File: config.mk
export PLATFORM = sky130hd
export DESIGN_NAME = blkdma_channel
export DESIGN_NICKNAME = d
export VERILOG_FILES = /design/src/rtl/blkdma_pkg.sv /design/src/rtl/blkdma_req.sv /design/src/rtl/blkdma_cnt.sv /design/src/rtl/blkdma_addr.sv /design/src/rtl/blkdma_channel.sv
export SDC_FILE = /design/constraint.sdc
export NUM_CORES = 1
export LEC_CHECK = 0
export BUFFER_PORTS_ARGS = -buffer_cell sky130_fd_sc_hd__buf_2
export CAP_MARGIN = 15
export CORE_ASPECT_RATIO = 0.5
export CORE_UTILIZATION = 45
export CTS_CLUSTER_SIZE = 30
export DETAILED_ROUTE_END_ITERATION = 10
export GPL_ROUTABILITY_DRIVEN = 0
export PLACE_DENSITY = 0.7
export SLEW_MARGIN = 20
export SYNTH_ARGS = -nofsm -noshare
export SYNTH_HDL_FRONTEND = slang
export SYNTH_SLANG_ARGS = --single-unit
File: constraint.sdc
create_clock -name clk -period 3.5 [get_ports clk]
set_input_delay 0.525 -clock clk [delete_from_list [all_inputs] [get_ports clk]]
set_output_delay 0.525 -clock clk [all_outputs]
set_load 0.02 [all_outputs]
File: src/rtl/blkdma_pkg.sv
package blkdma_pkg;

    typedef enum logic [1:0] {
        ST_IDLE = 2'd0,
        ST_WAIT = 2'd1,
        ST_RD   = 2'd2,
        ST_WR   = 2'd3
    } dma_state_e;

    // byte stride selected by the 2-bit width code
    function automatic logic [2:0] stride_of(input logic [1:0] code);
        case (code)
            2'd0:    stride_of = 3'd1;
            2'd1:    stride_of = 3'd2;
            default: stride_of = 3'd4;
        endcase
    endfunction

endpackage

File: src/rtl/blkdma_req.sv
module blkdma_req (
    input  logic clk,
    input  logic rst_n,
    input  logic dreq,
    input  logic arm,
    input  logic take,
    output logic pend
);
    typedef struct packed {
        logic dreq;
        logic pend;
    } req_regs_t;

    req_regs_t r_d, r_q;
    logic      edge_seen;

    always_comb begin
        edge_seen = dreq & ~r_q.dreq;
        r_d.dreq  = dreq;
        // a new edge survives a same-cycle take of the older request
        r_d.pend  = arm & (edge_seen | (r_q.pend & ~take));
    end

    always_ff @(posedge clk or negedge rst_n) begin
        if (!rst_n) r_q <= '0;
        else        r_q <= r_d;
    end

    assign pend = r_q.pend;

    // the block start only consumes a request that was captured
    a_r5_take_needs_pend: assert property (@(posedge clk) disable iff (!rst_n)
        take |-> r_q.pend);

    // a level that stays high creates no new pending request
    a_r1_level_no_req: assert property (@(posedge clk) disable iff (!rst_n)
        (r_q.dreq && dreq && !r_q.pend) |=> !r_q.pend);

endmodule

File: src/rtl/blkdma_cnt.sv
module blkdma_cnt #(
    parameter int CW = 8
) (
    input  logic          clk,
    input  logic          rst_n,
    input  logic          load,
    input  logic [CW-1:0] cfg_blk,
    input  logic [CW-1:0] cfg_xfr,
    input  logic          reload,
    input  logic          dec_blk,
    input  logic          dec_xfr,
    output logic          blk_zero,
    output logic          xfr_zero
);
    typedef struct packed {
        logic [CW-1:0] bc;
        logic [CW-1:0] blk;
        logic [CW-1:0] xfr;
    } cnt_regs_t;

    cnt_regs_t c_d, c_q;

    always_comb begin
        c_d = c_q;
        if (load) begin
            c_d.bc  = cfg_blk;
            c_d.blk = cfg_blk;
            c_d.xfr = cfg_xfr;
        end else begin
            if (reload)       c_d.blk = c_q.bc;
            else if (dec_blk) c_d.blk = c_q.blk - CW'(1);
            if (dec_xfr)      c_d.xfr = c_q.xfr - CW'(1);
        end
    end

    always_ff @(posedge clk or negedge rst_n) begin
        if (!rst_n) c_q <= '0;
        else        c_q <= c_d;
    end

    assign blk_zero = (c_q.blk == '0);
    assign xfr_zero = (c_q.xfr == '0);

    // the word counter never wraps below zero
    a_r2_blk_no_underflow: assert property (@(posedge clk) disable iff (!rst_n)
        dec_blk |-> !blk_zero);

    // the request counter never wraps below zero
    a_r3_xfr_no_underflow: assert property (@(posedge clk) disable iff (!rst_n)
        dec_xfr |-> !xfr_zero);

endmodule

File: src/rtl/blkdma_addr.sv
module blkdma_addr
    import blkdma_pkg::*;
#(
    parameter int AW = 32
) (
    input  logic          clk,
    input  logic          rst_n,
    input  logic          load,
    input  logic [AW-1:0] cfg_src,
    input  logic [AW-1:0] cfg_dst,
    input  logic [1:0]    cfg_width,
    input  logic          step,
    output logic [AW-1:0] src,
    output logic [AW-1:0] dst
);
    typedef struct packed {
        logic [AW-1:0] src;
        logic [AW-1:0] dst;
        logic [1:0]    wcode;
    } addr_regs_t;

    addr_regs_t a_d, a_q;
    logic [AW-1:0] inc;

    always_comb begin
        a_d = a_q;
        inc = AW'(stride_of(a_q.wcode));
        if (load) begin
            a_d.src   = cfg_src;
            a_d.dst   = cfg_dst;
            a_d.wcode = cfg_width;
        end else if (step) begin
            a_d.src = a_q.src + inc;
            a_d.dst = a_q.dst + inc;
        end
    end

    always_ff @(posedge clk or negedge rst_n) begin
        if (!rst_n) a_q <= '0;
        else        a_q <= a_d;
    end

    assign src = a_q.src;
    assign dst = a_q.dst;

    // both pointers move by the same power-of-two stride
    a_r6_stride_pow2: assert property (@(posedge clk) disable iff (!rst_n)
        (step && !load) |=> ($countones(src - $past(src)) == 1)
                            && ((src - $past(src)) == (dst - $past(dst))));

endmodule

File: src/rtl/blkdma_channel.sv
module blkdma_channel
    import blkdma_pkg::*;
#(
    parameter int AW = 32,
    parameter int DW = 32,
    parameter int CW = 8
) (
    input  logic          clk,
    input  logic          rst_n,
    input  logic          cfg_en,
    input  logic [AW-1:0] cfg_src,
    input  logic [AW-1:0] cfg_dst,
    input  logic [CW-1:0] cfg_blk,
    input  logic [CW-1:0] cfg_xfr,
    input  logic [1:0]    cfg_width,
    input  logic          irq_clr,
    input  logic          dreq,
    output logic          bus_rd,
    output logic          bus_wr,
    output logic [AW-1:0] bus_addr,
    output logic [DW-1:0] bus_wdata,
    input  logic [DW-1:0] bus_rdata,
    input  logic          bus_rdy,
    output logic          busy,
    output logic          done_irq
);
    typedef struct packed {
        dma_state_e    st;
        logic          en;
        logic          done;
        logic [DW-1:0] data;
    } ch_regs_t;

    ch_regs_t s_d, s_q;

    logic          start, take, wr_done, dec_blk, dec_xfr, finish;
    logic          pend, blk_zero, xfr_zero;
    logic [AW-1:0] src, dst;

    always_comb begin
        s_d     = s_q;
        s_d.en  = cfg_en;
        start   = cfg_en & ~s_q.en & (s_q.st == ST_IDLE);
        take    = (s_q.st == ST_WAIT) & cfg_en & pend;
        wr_done = (s_q.st == ST_WR) & bus_rdy;
        dec_blk = wr_done & cfg_en & ~blk_zero;
        dec_xfr = wr_done & cfg_en & blk_zero & ~xfr_zero;
        finish  = wr_done & cfg_en & blk_zero & xfr_zero;

        case (s_q.st)
            ST_IDLE: if (start) s_d.st = ST_WAIT;
            ST_WAIT: begin
                if (!cfg_en)   s_d.st = ST_IDLE;
                else if (pend) s_d.st = ST_RD;
            end
            ST_RD: begin
                if (bus_rdy) begin
                    s_d.data = bus_rdata;
                    s_d.st   = ST_WR;
                end
            end
            ST_WR: begin
                if (bus_rdy) begin
                    if (!cfg_en || finish) s_d.st = ST_IDLE;
                    else if (dec_xfr)      s_d.st = ST_WAIT;
                    else                   s_d.st = ST_RD;
                end
            end
            default: s_d.st = ST_IDLE;
        endcase

        if (finish)                s_d.done = 1'b1;
        else if (irq_clr || start) s_d.done = 1'b0;
    end

    always_ff @(posedge clk or negedge rst_n) begin
        if (!rst_n) s_q <= '{st: ST_IDLE, en: 1'b0, done: 1'b0, data: '0};
        else        s_q <= s_d;
    end

    blkdma_req u_req (
        .clk   (clk),
        .rst_n (rst_n),
        .dreq  (dreq),
        .arm   (s_q.st != ST_IDLE),
        .take  (take),
        .pend  (pend)
    );

    blkdma_cnt #(.CW(CW)) u_cnt (
        .clk      (clk),
        .rst_n    (rst_n),
        .load     (start),
        .cfg_blk  (cfg_blk),
        .cfg_xfr  (cfg_xfr),
        .reload   (take),
        .dec_blk  (dec_blk),
        .dec_xfr  (dec_xfr),
        .blk_zero (blk_zero),
        .xfr_zero (xfr_zero)
    );

    blkdma_addr #(.AW(AW)) u_addr (
        .clk       (clk),
        .rst_n     (rst_n),
        .load      (start),
        .cfg_src   (cfg_src),
        .cfg_dst   (cfg_dst),
        .cfg_width (cfg_width),
        .step      (wr_done),
        .src       (src),
        .dst       (dst)
    );

    assign bus_rd    = (s_q.st == ST_RD);
    assign bus_wr    = (s_q.st == ST_WR);
    assign bus_addr  = bus_wr ? dst : src;
    assign bus_wdata = s_q.data;
    assign busy      = (s_q.st != ST_IDLE);
    assign done_irq  = s_q.done;

    // a write is only begun by a completed read
    a_r2_wr_after_rd: assert property (@(posedge clk) disable iff (!rst_n)
        $rose(bus_wr) |-> $past(bus_rd && bus_rdy));

    // completion appears only as the last write retires and the channel idles
    a_r7_done_rise: assert property (@(posedge clk) disable iff (!rst_n)
        $rose(done_irq) |-> (!busy && $past(bus_wr && bus_rdy)));

    // the flag holds until cleared or restarted
    a_r7_done_hold: assert property (@(posedge clk) disable iff (!rst_n)
        (done_irq && !irq_clr && !(cfg_en && !s_q.en)) |=> done_irq);

    // leaving busy without completion requires the enable to be low
    a_r9_abort_cause: assert property (@(posedge clk) disable iff (!rst_n)
        ($fell(busy) && !done_irq) |-> $past(!cfg_en));

    // an operation only begins on a fresh enable
    a_r8_start_edge: assert property (@(posedge clk) disable iff (!rst_n)
        $rose(busy) |-> $past(cfg_en && !s_q.en));

endmodule

; ---- Word-level counts from Yosys, hierarchy flattened
; Index checks and enable logic that the tools add are counted.
; W data, S select, Z words.
[op_classes]
addsub = 4
n_mul = 0
n_div = 0
n_lt_le_gt_ge = 0
eq_ne = 8
n_shift = 0
n_mux = 18
bitwise_logic = 19
n_reduce_logical = 14
[op_table]
columns = cell, count
row1 = $mux W64, 2
row2 = $add A32 B3 Y32, 2
row3 = $mux W32, 1
row4 = $mux W8, 3
row5 = $logic_not A8 Y1, 2
row6 = $mux W16, 1
row7 = $sub A8 B1 Y8 const B, 2
row8 = $mux W2, 7
row9 = $and A1 B1 Y1, 13
row10 = $pmux W2 S4, 1
row11 = $reduce_bool A2 Y1, 4
row12 = $pmux W3 S2, 1
row13 = $not A1 Y1, 5
row14 = $eq A2 B1 Y1 const B, 2
row15 = $eq A2 B2 Y1 const B, 2
row16 = $logic_not A2 Y1, 2
row17 = $ne A2 B1 Y1 const B, 2
row18 = $reduce_and A4 Y1, 1
row19 = $ne A3 B2 Y1 const B, 1
row20 = $reduce_bool A3 Y1, 1
row21 = $logic_or A1 B1 Y1, 2
row22 = $mux W1, 2
row23 = $ne A2 B2 Y1 const B, 1
row24 = $reduce_and A2 Y1, 1
row25 = other kinds (2), 2
[word_totals]
reg_bits = 128
latchBits = 0
ramBits = 0
romBits = 0
in_bits = 120
output_inout_bits = 68
word_cells = 75
n_memories = 0

; ---- Depth between registers and ports, before layout
; Gate-level depths: netlist of run 1.
[logic_depth]
ltp_word = 9
ltp_mapped = 10
mapped_depth_nobuf = 8

; ---- By module
; A second synthesis of run 1 with hierarchy kept.
[hier_totals]
cells_unflattened = 830
area_unflattened_um2 = 8117.8
[modules_own_cells]
columns = mod, n_inst, cells_per_inst, area_per_inst_um2, seq_area_each_um2
row1 = blkdma_addr, 1, 516, 4486.8, 1651.6
row2 = blkdma_channel, 1, 163, 2195.9, 900.9
row3 = blkdma_cnt, 1, 146, 1361.3, 600.6
row4 = blkdma_req, 1, 5, 73.8, 50.0

; ---- Worst setup path before layout of run 1
; No wires, ideal clock.
[synth_timing]
path_type = register to register
start = register u_addr.a_q[1] (netlist bit)
end = register u_addr.a_q, in the netlist u_addr.src[30]
setup_time_ns = 0.082
arrival_time_ns = 2.729
required_ns = 3.418
slack_ns = 0.689
stages_incl_launch_ff = 11
path_buffers = 2
period_less_slack_ns = 2.811
path_cell_list = dfrtp_1 > clkbuf_1 > nand2b_1 > xnor2_1 > ha_1 > a211oi_1 > or3_1 > clkbuf_1 > or4_4 > or3_1 > a31oi_1
[synth_between]
elab_chain_len = 5
elab_cells_between_ends = 6
cone_classes = 1 x add/sub / 1 x eq/ne / 3 x mux / 1 x reduce/logical
[synth_lines]
columns = item, line_no
row1 = "start, declared", blkdma_addr.sv:22  ; addr_regs_t a_d, a_q;
row2 = "start signal, assigned", blkdma_addr.sv:39  ; if (!rst_n) a_q <= '0;
row3 = "start signal, assigned", blkdma_addr.sv:40  ; else a_q <= a_d;
row4 = $eq A2 B1 Y1 or $logic_not A2 Y1 (tied branches), blkdma_pkg.sv:12  ; case (code)
row5 = $pmux W3 S2 (*), blkdma_pkg.sv:12
row6 = $add A32 B3 Y32 (*), blkdma_addr.sv:33  ; a_d.src = a_q.src + inc;
row7 = $mux W64 (*), blkdma_addr.sv:32  ; end else if (step) begin
row8 = $mux W64 (*), blkdma_addr.sv:28  ; if (load) begin
; Every way passes the cells marked *; elsewhere a longest branch is shown, timed or not. The select of a mux whose other input is x is not followed.
; A chain may end at the register's enable or synchronous reset.

; ---- Worst setup path in the final report of run 1
; Same ends and word-level chain as after synthesis.

==> results, run 1 <==
- The flow ran to the end, and the final reports show no timing, DRC or antenna violations.
- The clock tree from TritonCTS is done.
- In the synthesized netlist the async set-or-reset flop fraction comes to 100.0%.
- The most used flip-flop cell after synthesis is sky130_fd_sc_hd__dfrtp_1.
- The endpoint identified for the worst register-to-register timing path is u_addr.src[30]$_DFFE_PN0P_.
- The post-DP HPWL is approximately 13000 µm.
- The area share of the largest cell type after synthesis is 44.41%.
- The area of all placed cells without fillers is approximately 8800 µm².
- The cell with the largest stage delay on the worst path is sky130_fd_sc_hd__or4_4.
- The sequential fraction of the synthesis area is about 44%.
- TritonCTS created 17 clock buffers.
- Summing every instance area after synthesis gives around 7200 µm².
- The end-of-flow core utilization is 56.37%.
- The critical path capture point type is a flip-flop.
- Setup repair after global routing left no endpoint under its margin.
- Multiplexer cells account for under 10% of the synthesized area.
- Across the run, the number of max-cap violations was 0.
- The relative max-transition margin is a little over a third.
- The count of final hold-check violations came to 0.
- In this run the critical register-to-register path is launched from u_addr.a_q[1]$_DFFE_PN0P_.
- The unique cell type count in the Yosys netlist is 54.
- The minimum period implied by the final worst setup slack is between 3000 and 4000 ps.
- The total number of clock tree sinks is about 130.
- The count of hold buffers inserted by post-cts repair is 0.
- Synthesis inferred 128 register bits.
- The data arrival time at the worst-slack endpoint is between 3000 and 4000 ps.
- In the post-synthesis netlist, the biggest area contributors are sky130_fd_sc_hd__dfrtp_1, sky130_fd_sc_hd__mux2_2, sky130_fd_sc_hd__nand2_1.
- Dividing total power by cell area gives a power density of about 740 nW/µm².
- Summed over all layers, the global routing overflow is 0.
- The worst setup skew after layout is between 9 and 10 ps.
- The core outline area is approximately 16000 µm².
- After detailed routing, the number of vias per cell comes to approximately 5.5.
- The cell count of the worst reg-to-reg path is 8.
- Once the clock tree was built, the setup fixing pass inserted 0 buffers.
- The largest stage delay on the critical path is around 570 ps.
- The overall track demand over capacity in global routing is between 20% and 30%.
- The class of the most critical hold timing path is in2async.
- The repair_antennas step left the layout with diodes totalling 0.
- The pin count of the biggest net entering global routing is 75.
- At the pin with the least slew margin, the transition time is 968.5 ps.
- Of all nets on the critical path, the largest fanout is 16.
- The post-cts repair resize count is 0.
- IR analysis of the VDD net gives a maximum drop of between 0.4 and 0.5 mV.
- Compared with the post-synthesis result, the final layout area differs by 21.41%.
- Summed over all layers, the routed wires come to between 15000 and 20000 µm.
- The pre-antenna-repair detailed-routing pass consisted of 4 iterations.
- The filler cell count in the final layout is between 1000 and 1500.
- In this run, synthesis inferred 0 flip-flops with an integrated enable.
- After synthesis, the largest family of logic cells by area is simple AND/OR/NAND/NOR gates.
- The worst setup path is of the reg2reg kind.
- Setup violations remaining at the end of the flow were counted as 0.
- The number of antenna violations at the first check in global routing is 0.
- Summing the areas of all fa, ha and maj instances in the mapped netlist gives 1.041% of the synthesized area.
- Cells with a size suffix above 1 make up between 30% and 40% of the layout.
- The die width is around 180 µm.
- The number of DRC markers in iteration 0 is 311.
- The library cell with the largest summed area after synthesis is sky130_fd_sc_hd__dfrtp_1.
- Averaged over all synthesized cells, the footprint is between 9 and 10 µm².
- The library cell with the highest instance count after synthesis is sky130_fd_sc_hd__dfrtp_1.
- Pin placement for this block handled 188 I/O pins.
- The compound-cell area share of the yosys netlist is about an eighth.
- The first global-routing pass estimated just over 30000 µm of wire.
- After synthesis, the most frequently instantiated cells are sky130_fd_sc_hd__dfrtp_1, sky130_fd_sc_hd__nand2_1, sky130_fd_sc_hd__mux2_2, sky130_fd_sc_hd__o21ai_0, sky130_fd_sc_hd__nor2_1.
- The cell sitting at the root of the clock tree is a sky130_fd_sc_hd__clkbuf_16.
- Synthesis produced roughly 770 cells.
- The maximum clock frequency is ~0.33 GHz.
- For this run, design rule violations remaining after detail routing come to 0.
- For this block, the via count after detailed routing is 6302.
- STA classifies the critical path startpoint as a flip-flop.
- The final cycle utilization of the critical path is between 80% and 90%.
- The number of nets handed over by synthesis was about 900.
- The mean routed wirelength per cell is between 15 and 20 µm.
- The simple-gate share of the synthesized area is approximately a fifth.
- The analysis attributes to cell leakage a power of 3.903 nW.
- The smallest hold slack is between 150 and 200 ps.
- After Yosys synthesis, XOR and XNOR cells account for 6.921% of the synthesized area.
- The number of global-route vias before repair is a little over 6000.
- For flop-to-flop paths, the worst setup slack is between 400 and 500 ps.
- The final antenna-violating net count is 0.
- Yosys printed 0 warnings.
- The count of H-tree levels built during CTS is 4.
- The number of core rows is 32.
- The clock input transition at the sequential cells of the worst setup and hold paths is ~70 ps.
- The critical path goes through nor2_1 -> ha_1 -> ha_1 -> a211oi_1 -> or3_1 -> or4_4 -> or3_1 -> a31oi_1.
- The starting density of the core is 46.43%.
- At the worst endpoint, the required time is approximately 3800 ps.
- In this run the cell area measured after placement is between 8000 and 9000 µm².
- The floorplan step defined a die boundary enclosing 16570 µm².
- In the final design database the tool counted approximately 1000 nets.
- The floorplan step set the die height to between 90 and 100 µm.
- The clock latency on the worst-skew pair is approximately 420 ps.
- The count of buffers from port buffering is between 150 and 200.
- The max-slew violation total from the final report is 0.
- The buffer levels on the longest clock path is 2.
- Adding up every negative setup slack in the final design gives 0 ps.
## per-stage QoR
step	total power, mW	instances	setup slack [ps]
detailed placement	4.615	1104	497.2
CTS	6.520	1136	515.2
global route	6.860	1137	339.1
finish	6.488	1137	483.2
floorplan	4.086	773	689.4
global placement	4.540	1104	651.2
## worst max-delay path, delay by kind of cell, from the launching register on
family	cells	cell delay [ps]
flops	1	540
simple gates	4	1660
compound gates	2	270
fa+ha+maj	2	460
## worst max path at each step
stage	start	endpoint	slack, ps	cells past startpoint
after floorplan	u_addr.a_q[1]$_DFFE_PN0P_	u_addr.src[30]$_DFFE_PN0P_	690	10
after CTS	u_addr.a_q[1]$_DFFE_PN0P_	u_addr.src[30]$_DFFE_PN0P_	520	8
after global placement	u_addr.a_q[1]$_DFFE_PN0P_	u_addr.src[30]$_DFFE_PN0P_	650	8
final	u_addr.a_q[1]$_DFFE_PN0P_	u_addr.src[30]$_DFFE_PN0P_	480	8
after detailed placement	u_addr.a_q[1]$_DFFE_PN0P_	u_addr.src[30]$_DFFE_PN0P_	500	8
after global routing	u_addr.a_q[1]$_DFFE_PN0P_	u_addr.src[30]$_DFFE_PN0P_	340	8
## final cells by class
type	instances	area (µm²)	area share, %
clock buffer	18	429.2	4.901
clock inverter	14	180.2	2.057
inverter	12	45.04	0.5144
multi-input combinational	561	3583	40.92
sequential	128	3203	36.58
tap	204	255.2	2.915
timing repair buffer	200	1061	12.12
## placed cells by master (no fill, tap or decap), types with 13 or more instances in the layout
master and count:
sky130_fd_sc_hd__a21oi_1 38, sky130_fd_sc_hd__dfrtp_1 128, sky130_fd_sc_hd__nor4_1 13, sky130_fd_sc_hd__xnor2_1 22
sky130_fd_sc_hd__nand3_1 25, sky130_fd_sc_hd__nor2_1 52, sky130_fd_sc_hd__o21ai_0 54, sky130_fd_sc_hd__buf_2 186
sky130_fd_sc_hd__nand4_1 30, sky130_fd_sc_hd__mux2_2 59, sky130_fd_sc_hd__nand2_1 109, sky130_fd_sc_hd__clkbuf_16 17
sky130_fd_sc_hd__nor3_1 13, sky130_fd_sc_hd__xor2_1 35
## cells by family after synthesis
logic type / count (synthesis)
xor+xnor: 57
mux: 59
compound gates: 149
fa+ha+maj: 6
flops: 128
buf+inv: 84
simple gates: 290
## report_power, final
group	internal, mW	switching [mW]
combinational	0.908	1.18
sequential	1.99	0.532
clock	1.13	0.740
## registers in the layout, indices dropped and copies added (netlist names)
signal and cells:
u_addr.dst 32, s_q 3, u_addr.a_q 2, u_addr.src 32, done_irq 1, u_req.r_q 1, u_req.pend 1, u_cnt.c_q 24
bus_wdata 32
## routing by layer
| metal | vias to the layer above | wire, µm | global-route usage, % |
|---|---|---|---|
| met5 | - | 0 | 0 |
| met4 | 0 | 271 | 7.274 |
| met3 | 24 | 1273 | 4.813 |
| met2 | 244 | 8826 | 38.87 |
| met1 | 3017 | 8753 | 32.29 |
| li1 | 3017 | - | - |
Note: power is estimated with default switching activity, not from simulation.
==> run 2: changes to the inputs <==
--- a/config.mk
+++ b/config.mk
@@ -12,8 +12,9 @@
 export CTS_CLUSTER_SIZE = 30
 export DETAILED_ROUTE_END_ITERATION = 10
 export GPL_ROUTABILITY_DRIVEN = 0
-export PLACE_DENSITY = 0.7
+export PLACE_DENSITY = 0.69
 export SLEW_MARGIN = 20
 export SYNTH_ARGS = -nofsm -noshare
 export SYNTH_HDL_FRONTEND = slang
+export SYNTH_HIERARCHICAL = 1
 export SYNTH_SLANG_ARGS = --single-unit
==> results, run 2 <==
- The net total in the final layout is ~1000.
- The worst setup path is captured at a flip-flop.
- The family with the most delay on the worst path is simple AND/OR/NAND/NOR gates.
- The leakage dissipation is around 4.2 nW.
- The starting density of the core is between 40% and 50%.
- The met3 routed wirelength is roughly 1000 µm.
- The flip-flop and latch count after synthesis is 128.
- The fraction of registers with async set/reset is between 90% and 100%.
- The register area is between 3000 and 4000 µm².
- The unique cell type count in the Yosys netlist is 71.
- The dominant synthesized flop cell is sky130_fd_sc_hd__dfrtp_1.
- The worst setup path category is reg2reg.
- The clock root buffer is sky130_fd_sc_hd__clkbuf_16.
- Sorting the synthesized cells by area gives the leading types as sky130_fd_sc_hd__dfrtp_1, sky130_fd_sc_hd__buf_4, sky130_fd_sc_hd__mux2_2.
- The worst setup skew after layout is about 9.5 ps.
- The area share of the largest cell type after synthesis is 39.46%.
- For the worst flop-to-flop path, the logic depth is 7.
- The total iterations of the first detailed-routing run is 5.
- On the critical path, the stage with the largest delay is an instance of sky130_fd_sc_hd__nor4_1.
- The synthesized netlist devotes slightly above 10% of its cell area to compound gates.
- TritonCTS built the clock tree.
- The max-slew violation total from the final report is 0.
- Setup violations remaining at the end of the flow were counted as 0.
- In this run, post-CTS repair resized a total of 0 instances.
- The signed area change from the synthesized netlist to the final layout is 13.04%.
- The wire length of the first global-routing pass is roughly 32000 µm.
- The power density of the placed cells is approximately 930 nW/µm².
- After the first detailed-routing iteration, the DRC count stood at between 500 and 600.
- By count the netlist is led by sky130_fd_sc_hd__dfrtp_1, sky130_fd_sc_hd__buf_4, sky130_fd_sc_hd__nand2_1, sky130_fd_sc_hd__o21ai_0, sky130_fd_sc_hd__mux2_2.
- After clock tree synthesis, the clock-pin slew on the worst setup and hold paths is 60 ps.
- The clock period could shrink to 2690 ps.
- The core region is ~18000 µm².
- The number of global-route vias before repair is 6341.
- STA classifies the critical path startpoint as a flip-flop.
- The final total power is 8.569 mW.
- The final cycle utilization of the critical path is between 70% and 80%.
- The detailed-routing wirelength on met1 is around 8900 µm.
- In the final timing run, aggregate negative setup slack is 0 ps.
- Pin placement for this block handled 188 I/O pins.
- Summing the areas of all fa, ha and maj instances in the mapped netlist gives ~1.5% of the synthesized area.
- The die covers between 15000 and 20000 µm².
- For the worst-skew pair, the clock arrives at the later sink with an insertion delay of slightly above 400 ps.
- The post-synthesis xor/xnor area fraction is just over 5%.
- By area, the combinational part of the netlist is dominated by simple AND/OR/NAND/NOR gates.
- Derived from the worst setup path, the maximum achievable clock frequency is 0.3718 GHz.
- The number of warnings printed during yosys synthesis is 6.
- The share of synthesized area spent on multiplexers is about an eighth.
- The die width is approximately 190 µm.
- After detailed routing, no signal wire sits above met4.
- Row generation in the floorplan step produced 34 rows.
- The count of H-tree levels built during CTS is 4.
- Summing the areas of all and, or, nand and nor instances in the mapped netlist gives 18.62% of the synthesized area.
- In this run the mean area of a mapped cell was between 9 and 10 µm².
- The number of nets handed over by synthesis was 960.
- The number of max-cap violations is 0.
- The library cells used most frequently in the layout, excluding fill and tap cells, are sky130_fd_sc_hd__buf_2, sky130_fd_sc_hd__dfrtp_1, sky130_fd_sc_hd__nand2_1.
- The count of final hold-check violations is 0.
- The overall track demand over capacity in global routing is between 20% and 30%.
- The filler cell count in the final layout is roughly 1600.
- The buffer levels on the longest clock path is 2.
- The number of antenna violations at the first check in global routing is 0.
- The terminus of the critical flop-to-flop path is u_cnt/c_q[7]$_DFFE_PN0P_.
- Among all cell types in the netlist, the one instantiated most often is sky130_fd_sc_hd__dfrtp_1.
- Summing all multi-input logic gate instances after layout gives between 3000 and 4000 µm².
- The number of buffers added by the clock tree synthesis step is 17.
- Once the clock tree was built, the setup fixing pass inserted 0 buffers.
- Setup repair after global routing left no endpoint under its margin.
- During placement, the flow inserted port buffers numbering around 190.
- The flow ran to the end, and the final reports show no timing, DRC or antenna violations.
- Summed over all layers, the routed wires come to between 15000 and 20000 µm.
- The number of vias in the routed layout is 6339.
- The peak supply drop is 0.4392 mV.
- Dividing the detail-routed via count by the number of cells gives approximately 5.5.
- In the detailed route, the total length drawn on met2 is approximately 9000 µm.
- CTS saw about 130 sinks.
- The die is between 90 and 100 µm tall.
- The data arrival time at the worst-slack endpoint is between 3000 and 4000 ps.
- For flop-to-flop paths, the worst setup slack is around 800 ps.
- The leading cell type in the layout, fill and taps excluded is sky130_fd_sc_hd__buf_2.
- The share of post-route cells with drive strength above 1 is 35.38%.
- In this run the remaining antenna-violating nets after routing total 0.
- The path class of the tightest hold or removal check is in2async.
- The number of hold buffers added after CTS was 0.
- The gate count after technology mapping is a little over 800.
- Headroom to the max-slew limit came out at approximately 51%.
- The library cell with the largest summed area after synthesis is sky130_fd_sc_hd__dfrtp_1.
- In this run, synthesis inferred 0 flip-flops with an integrated enable.
- The signal on the critical path passes through nor4_1 -> and3_1 -> nor3b_1 -> buf_4 -> or3b_4 -> or4_1 -> a31oi_1.
- The largest stage delay on the critical path is around 500 ps.
- The sequential fraction of the synthesis area is 39.46%.
- The post-DP HPWL is roughly 14000 µm.
- The aggregate global routing overflow is 0.
- In this run the cell area of the synthesized design comes to 8118 µm².
- The total buffers and inverters traversed by the critical path is 1.
- The transition time of the tightest slew-check pin is 737.8 ps.
- After detailed routing, the number of remaining DRC violations is 0.
- The mean routed wirelength per cell is about 16 µm.
- In this run the worst path has a maximum fanout of 7.
- Entering global routing, the biggest net connects 97 pins.
- Data on the critical path is required at its endpoint by approximately 3800 ps.
- The worst register-to-register path begins at u_cnt/c_q[11]$_DFFE_PN0P_.
==> run 2: cell types whose count changed after synthesis, sizes merged, moves of 15 or more <==
| cell | before | now |
|---|---|---|
| buf | 41 | 116 |
| a21oi | 38 | 7 |
| nand2 | 109 | 86 |
| nor2 | 52 | 29 |
| mux2 | 59 | 74 |
==> run 2: cell type report <==
cell class / count / area share, %
antenna: 1 / 0.02727
clock buffer: 19 / 4.936
clock inverter: 13 / 1.773
inverter: 20 / 0.8181
multi-input combinational: 548 / 42.73
sequential: 128 / 34.91
tap: 234 / 3.191
timing repair buffer: 199 / 11.62
==> run 2: cell families (layout without fill, tap and decap cells) <==
kind of cell / count (synthesis) / count (layout)
AO/OA/AOI/OAI: 132 / 132
AND/OR/NAND/NOR: 277 / 277
XOR/XNOR: 47 / 47
flip-flops: 128 / 128
adder cells (fa/ha/maj): 10 / 10
buffers and inverters: 154 / 251
other: 0 / 1
multiplexers: 82 / 82
==> run 2: stage by stage <==
step | cells | worst slack [ps] | instance area [µm²] | hold slack [ps] | util [%]
4_1_cts | 1161 | 859.6 | 9174 | 70.98 | 52.34
3_5_place_dp | 1129 | 911.8 | 8558 | 489.7 | 48.83
6_report | 1162 | 810.2 | 9176 | 65.88 | 52.36
5_1_grt | 1161 | 664.1 | 9174 | 84.08 | 52.34
2_1_floorplan | 830 | 900.3 | 8118 | 229.4 | -
3_3_place_gp | 1129 | 940.6 | 8558 | 482.9 | 48.83
==> run 2: report_power, final <==
part	switching [mW]	internal, mW	total (mW)
clock	0.688	1.16	1.85
sequential	0.712	2.16	2.87
combinational	2.12	1.73	3.85
==> run 2: worst max path at each step <==
stage                                    from                  endpoint  slack (ps)  cells after the start
CTS                 u_cnt/c_q[11]$_DFFE_PN0P_  u_cnt/c_q[7]$_DFFE_PN0P_         860                      7
global route        u_cnt/c_q[11]$_DFFE_PN0P_  u_cnt/c_q[7]$_DFFE_PN0P_         660                      7
floorplan           u_cnt/c_q[11]$_DFFE_PN0P_  u_cnt/c_q[7]$_DFFE_PN0P_         900                      6
global placement    u_cnt/c_q[11]$_DFFE_PN0P_  u_cnt/c_q[7]$_DFFE_PN0P_         940                      7
finish              u_cnt/c_q[11]$_DFFE_PN0P_  u_cnt/c_q[7]$_DFFE_PN0P_         810                      7
detailed placement  u_cnt/c_q[11]$_DFFE_PN0P_  u_cnt/c_q[7]$_DFFE_PN0P_         910                      7
==> run 2: routing by layer <==
layer	track usage [%]	up-vias
met4	4.396	0
met1	29.06	3095
li1	-	3025
met2	34.77	196
met3	4.717	23
met5	0	-
==> run 2: worst register-to-register path, cell delays in order (launching register included) <==
cell and delay, ps:
sky130_fd_sc_hd__dfrtp_1 440, sky130_fd_sc_hd__nor4_1 500, sky130_fd_sc_hd__and3_1 300, sky130_fd_sc_hd__nor3b_1 190, sky130_fd_sc_hd__buf_4 180, sky130_fd_sc_hd__or3b_4 410, sky130_fd_sc_hd__or4_1 400, sky130_fd_sc_hd__a31oi_1 180
==> run 3: changes to the inputs <==
==> constraint.sdc (replaced) <==
create_clock -name clk -period 2.8 [get_ports clk]
set_input_delay 0.42 -clock clk [delete_from_list [all_inputs] [get_ports clk]]
set_output_delay 0.42 -clock clk [all_outputs]
set_load 0.02 [all_outputs]
==> results, run 3 (synthesis results as in run 2) <==
- The number of antenna violations at the first check in global routing is 0.
- In this run the worst path has a maximum fanout of 7.
- In the final timing run, aggregate negative setup slack is 0 ps.
- The buffer levels on the longest clock path is 2.
- The count of final hold-check violations came to 0.
- The initial utilization of the core area, before any placement, comes to about 46%.
- The slowest stage of the critical path belongs to the cell sky130_fd_sc_hd__or3b_4.
- The top-level I/O count is between 150 and 200.
- Setup repair after global routing left no endpoint under its margin.
- Max-cap violations in this run came to 0.
- The floorplan step defined a die boundary enclosing between 15000 and 20000 µm².
- Across the routed clock network, the largest skew measured is 13.30 ps.
- The terminus of the critical flop-to-flop path is u_cnt/c_q[7]$_DFFE_PN0P_.
- STA puts the critical path data required time at about 3100 ps.
- The worst setup path is of the reg2reg kind.
- The register area is between 3000 and 4000 µm².
- In the routed layout, each cell is associated on average with a via count of 5.369.
- The reg-to-reg startpoint is u_cnt/c_q[11]$_DFFE_PN0P_.
- In the layout the commonest cells are sky130_fd_sc_hd__buf_2, sky130_fd_sc_hd__dfrtp_1, sky130_fd_sc_hd__nand2_1.
- The floorplan step set the die height to between 90 and 100 µm.
- The number of setup buffers added after CTS is 0.
- The critical path startpoint category is a flip-flop.
- Counting instances, the worst hold path has a depth of 1.
- After detailed routing, the number of remaining DRC violations is 0.
- The aggregate global routing overflow is 0.
- The first routing iteration left ~420 violations.
- The number of buffers added by the clock tree synthesis step is 17.
- The clock period could shrink to roughly 2500 ps.
- In the finished design, the share of the clock period the worst path needs comes to about 90%.
- In the final design database the tool counted ~1000 nets.
- After routing the design area is about 9200 µm².
- In this run, placement finished with an instance count of about 1100.
- The share of post-route cells with drive strength above 1 is 35.73%.
- The clock root buffer is sky130_fd_sc_hd__clkbuf_16.
- The die width is between 150 and 200 µm.
- The run finished with clean final reports.
- The signal on the critical path passes through nor4_2 -> and3_1 -> nor3b_1 -> or3b_4 -> or4_1 -> a31oi_1.
- Dividing the detail-routed wire length by the instance count gives 16.34 µm.
- Total power for the finished layout comes to 10.68 mW.
- The number of diodes is 0.
- The count of nets left with antenna violations once routing finished came out at 0.
- For the worst setup path, the data arrival time is between 2000 and 3000 ps.
- The overall track demand over capacity in global routing is a little over a fifth.
- The max-slew violation total from the final report is 0.
- The routed design has 19050 µm of wire.
- The clock latency on the worst-skew pair is 420 ps.
- The total buffers and inverters traversed by the critical path is 0.
- Broken down by cell family, the worst path's largest delay share belongs to simple AND/OR/NAND/NOR gates.
- The core outline area is 17530 µm².
- The wire length of the first global-routing pass is approximately 31000 µm.
- During placement, the flow inserted port buffers numbering approximately 190.
- The critical path capture point type is a flip-flop.
- The relative max-transition margin is between 50% and 60%.
- The clock input transition at the sequential cells of the worst setup and hold paths is 60 ps.
- The total iterations of the first detailed-routing run is 5.
- Entering global routing, the biggest net connects between 70 and 80 pins.
- After floorplanning, the core was divided into 34 placement rows.
- The power density of the placed cells is roughly 1200 nW/µm².
- The filler-free cell count of the finished design is 1166.
- The H-tree generated during clock tree synthesis spans 4 levels.
- The clock tree from TritonCTS is done.
- The placed instances occupy a cell area of between 8000 and 9000 µm².
- The path class of the tightest hold or removal check is in2reg.
- The worst min-delay path endpoint is u_req/r_q[1]$_DFF_PN0_.
- The register-to-register setup slack is 320 ps.
- Once detailed placement completed, the half-perimeter wirelength came to around 14000 µm.
- Based on the critical path, the design can be clocked at up to about 0.40 GHz.
- The leading cell type in the layout, fill and taps excluded is sky130_fd_sc_hd__buf_2.
- In the final layout, the multi-input gates occupy roughly 3900 µm².
- After filler insertion, the fill cell instance count of the layout stands at 1628.
- The number of global-route vias before repair is 6400.
- VDD sags by at most between 0.5 and 0.6 mV.
- Across all layers, the routed design uses 6260 vias.
- Summed over all cells, the static leakage comes to about 4.2 nW.
- In this run the most critical hold path is launched from dreq.
- Setup violations remaining at the end of the flow were counted as 0.
- Measured in cells, the most critical reg-to-reg path has a length of 6.
- For this run, the slowest stage of the critical path takes 450 ps.
- The clock net in this run drives a total of 128 sinks.
- The transition time of the tightest slew-check pin is approximately 650 ps.
- The end-of-flow core utilization is a little over half.
- The signed area change from the synthesized netlist to the final layout is 13.15%.
==> run 3: repair_timing <==
item | CTS | global route
hold endpoints to repair | 30 | 0
hold buffers | 1 | 0
resized for setup | 0 | 1
setup endpoints to repair | 0 | 1
==> run 3: worst max path at each step <==
stage / slack, ps / depth (start not counted) / endpoint / from
after floorplan: 200 / 6 / u_cnt/c_q[7]$_DFFE_PN0P_ / u_cnt/c_q[11]$_DFFE_PN0P_
final: 320 / 6 / u_cnt/c_q[7]$_DFFE_PN0P_ / u_cnt/c_q[11]$_DFFE_PN0P_
after detailed placement: 200 / 6 / u_cnt/c_q[7]$_DFFE_PN0P_ / u_cnt/c_q[11]$_DFFE_PN0P_
after global routing: 120 / 6 / u_cnt/c_q[7]$_DFFE_PN0P_ / u_cnt/c_q[11]$_DFFE_PN0P_
after global placement: 300 / 6 / u_cnt/c_q[7]$_DFFE_PN0P_ / u_cnt/c_q[11]$_DFFE_PN0P_
after CTS: 180 / 6 / u_cnt/c_q[7]$_DFFE_PN0P_ / u_cnt/c_q[11]$_DFFE_PN0P_
==> run 3: cell type report <==
cell class / instances / share of cell area [%]
Clock inverter: 12 / 1.444
Tap cell: 234 / 3.188
Timing Repair Buffer: 204 / 11.91
Sequential cell: 128 / 34.87
Multi-Input combinational cell: 548 / 42.80
Clock buffer: 20 / 4.972
Inverter: 20 / 0.8173
==> run 3: per-layer routing <==
layer	part of all wire, %	global-route usage, %
met4	0.98	7.387
met2	47	33.94
met1	48	29.07
met5	0	0
met3	4.3	3.520
==> run 3: where the power goes <==
| group | leakage, nW | switching, mW | internal, mW |
|---|---|---|---|
| combinational | 2.38 | 2.69 | 2.20 |
| sequential | 1.51 | 0.862 | 2.70 |
| clock | 0.283 | 0.864 | 1.36 |
| total | 4.17 | 4.42 | 6.26 |
==> run 3: stage by stage <==
stage	hold slack, ps	worst slack [ps]
6_report	126.3	316.9
4_1_cts	109.5	184.1
2_1_floorplan	124.4	200.3
3_3_place_gp	398.9	300.3
3_5_place_dp	403.5	204.0
5_1_grt	104.7	120.0
==> run 3: worst reg2reg max path, cell delays in order, from the launching register on <==
cell	delay (ps)
sky130_fd_sc_hd__dfrtp_1	440
sky130_fd_sc_hd__nor4_2	340
sky130_fd_sc_hd__and3_1	280
sky130_fd_sc_hd__nor3b_1	290
sky130_fd_sc_hd__or3b_4	450
sky130_fd_sc_hd__or4_1	410
sky130_fd_sc_hd__a31oi_1	190
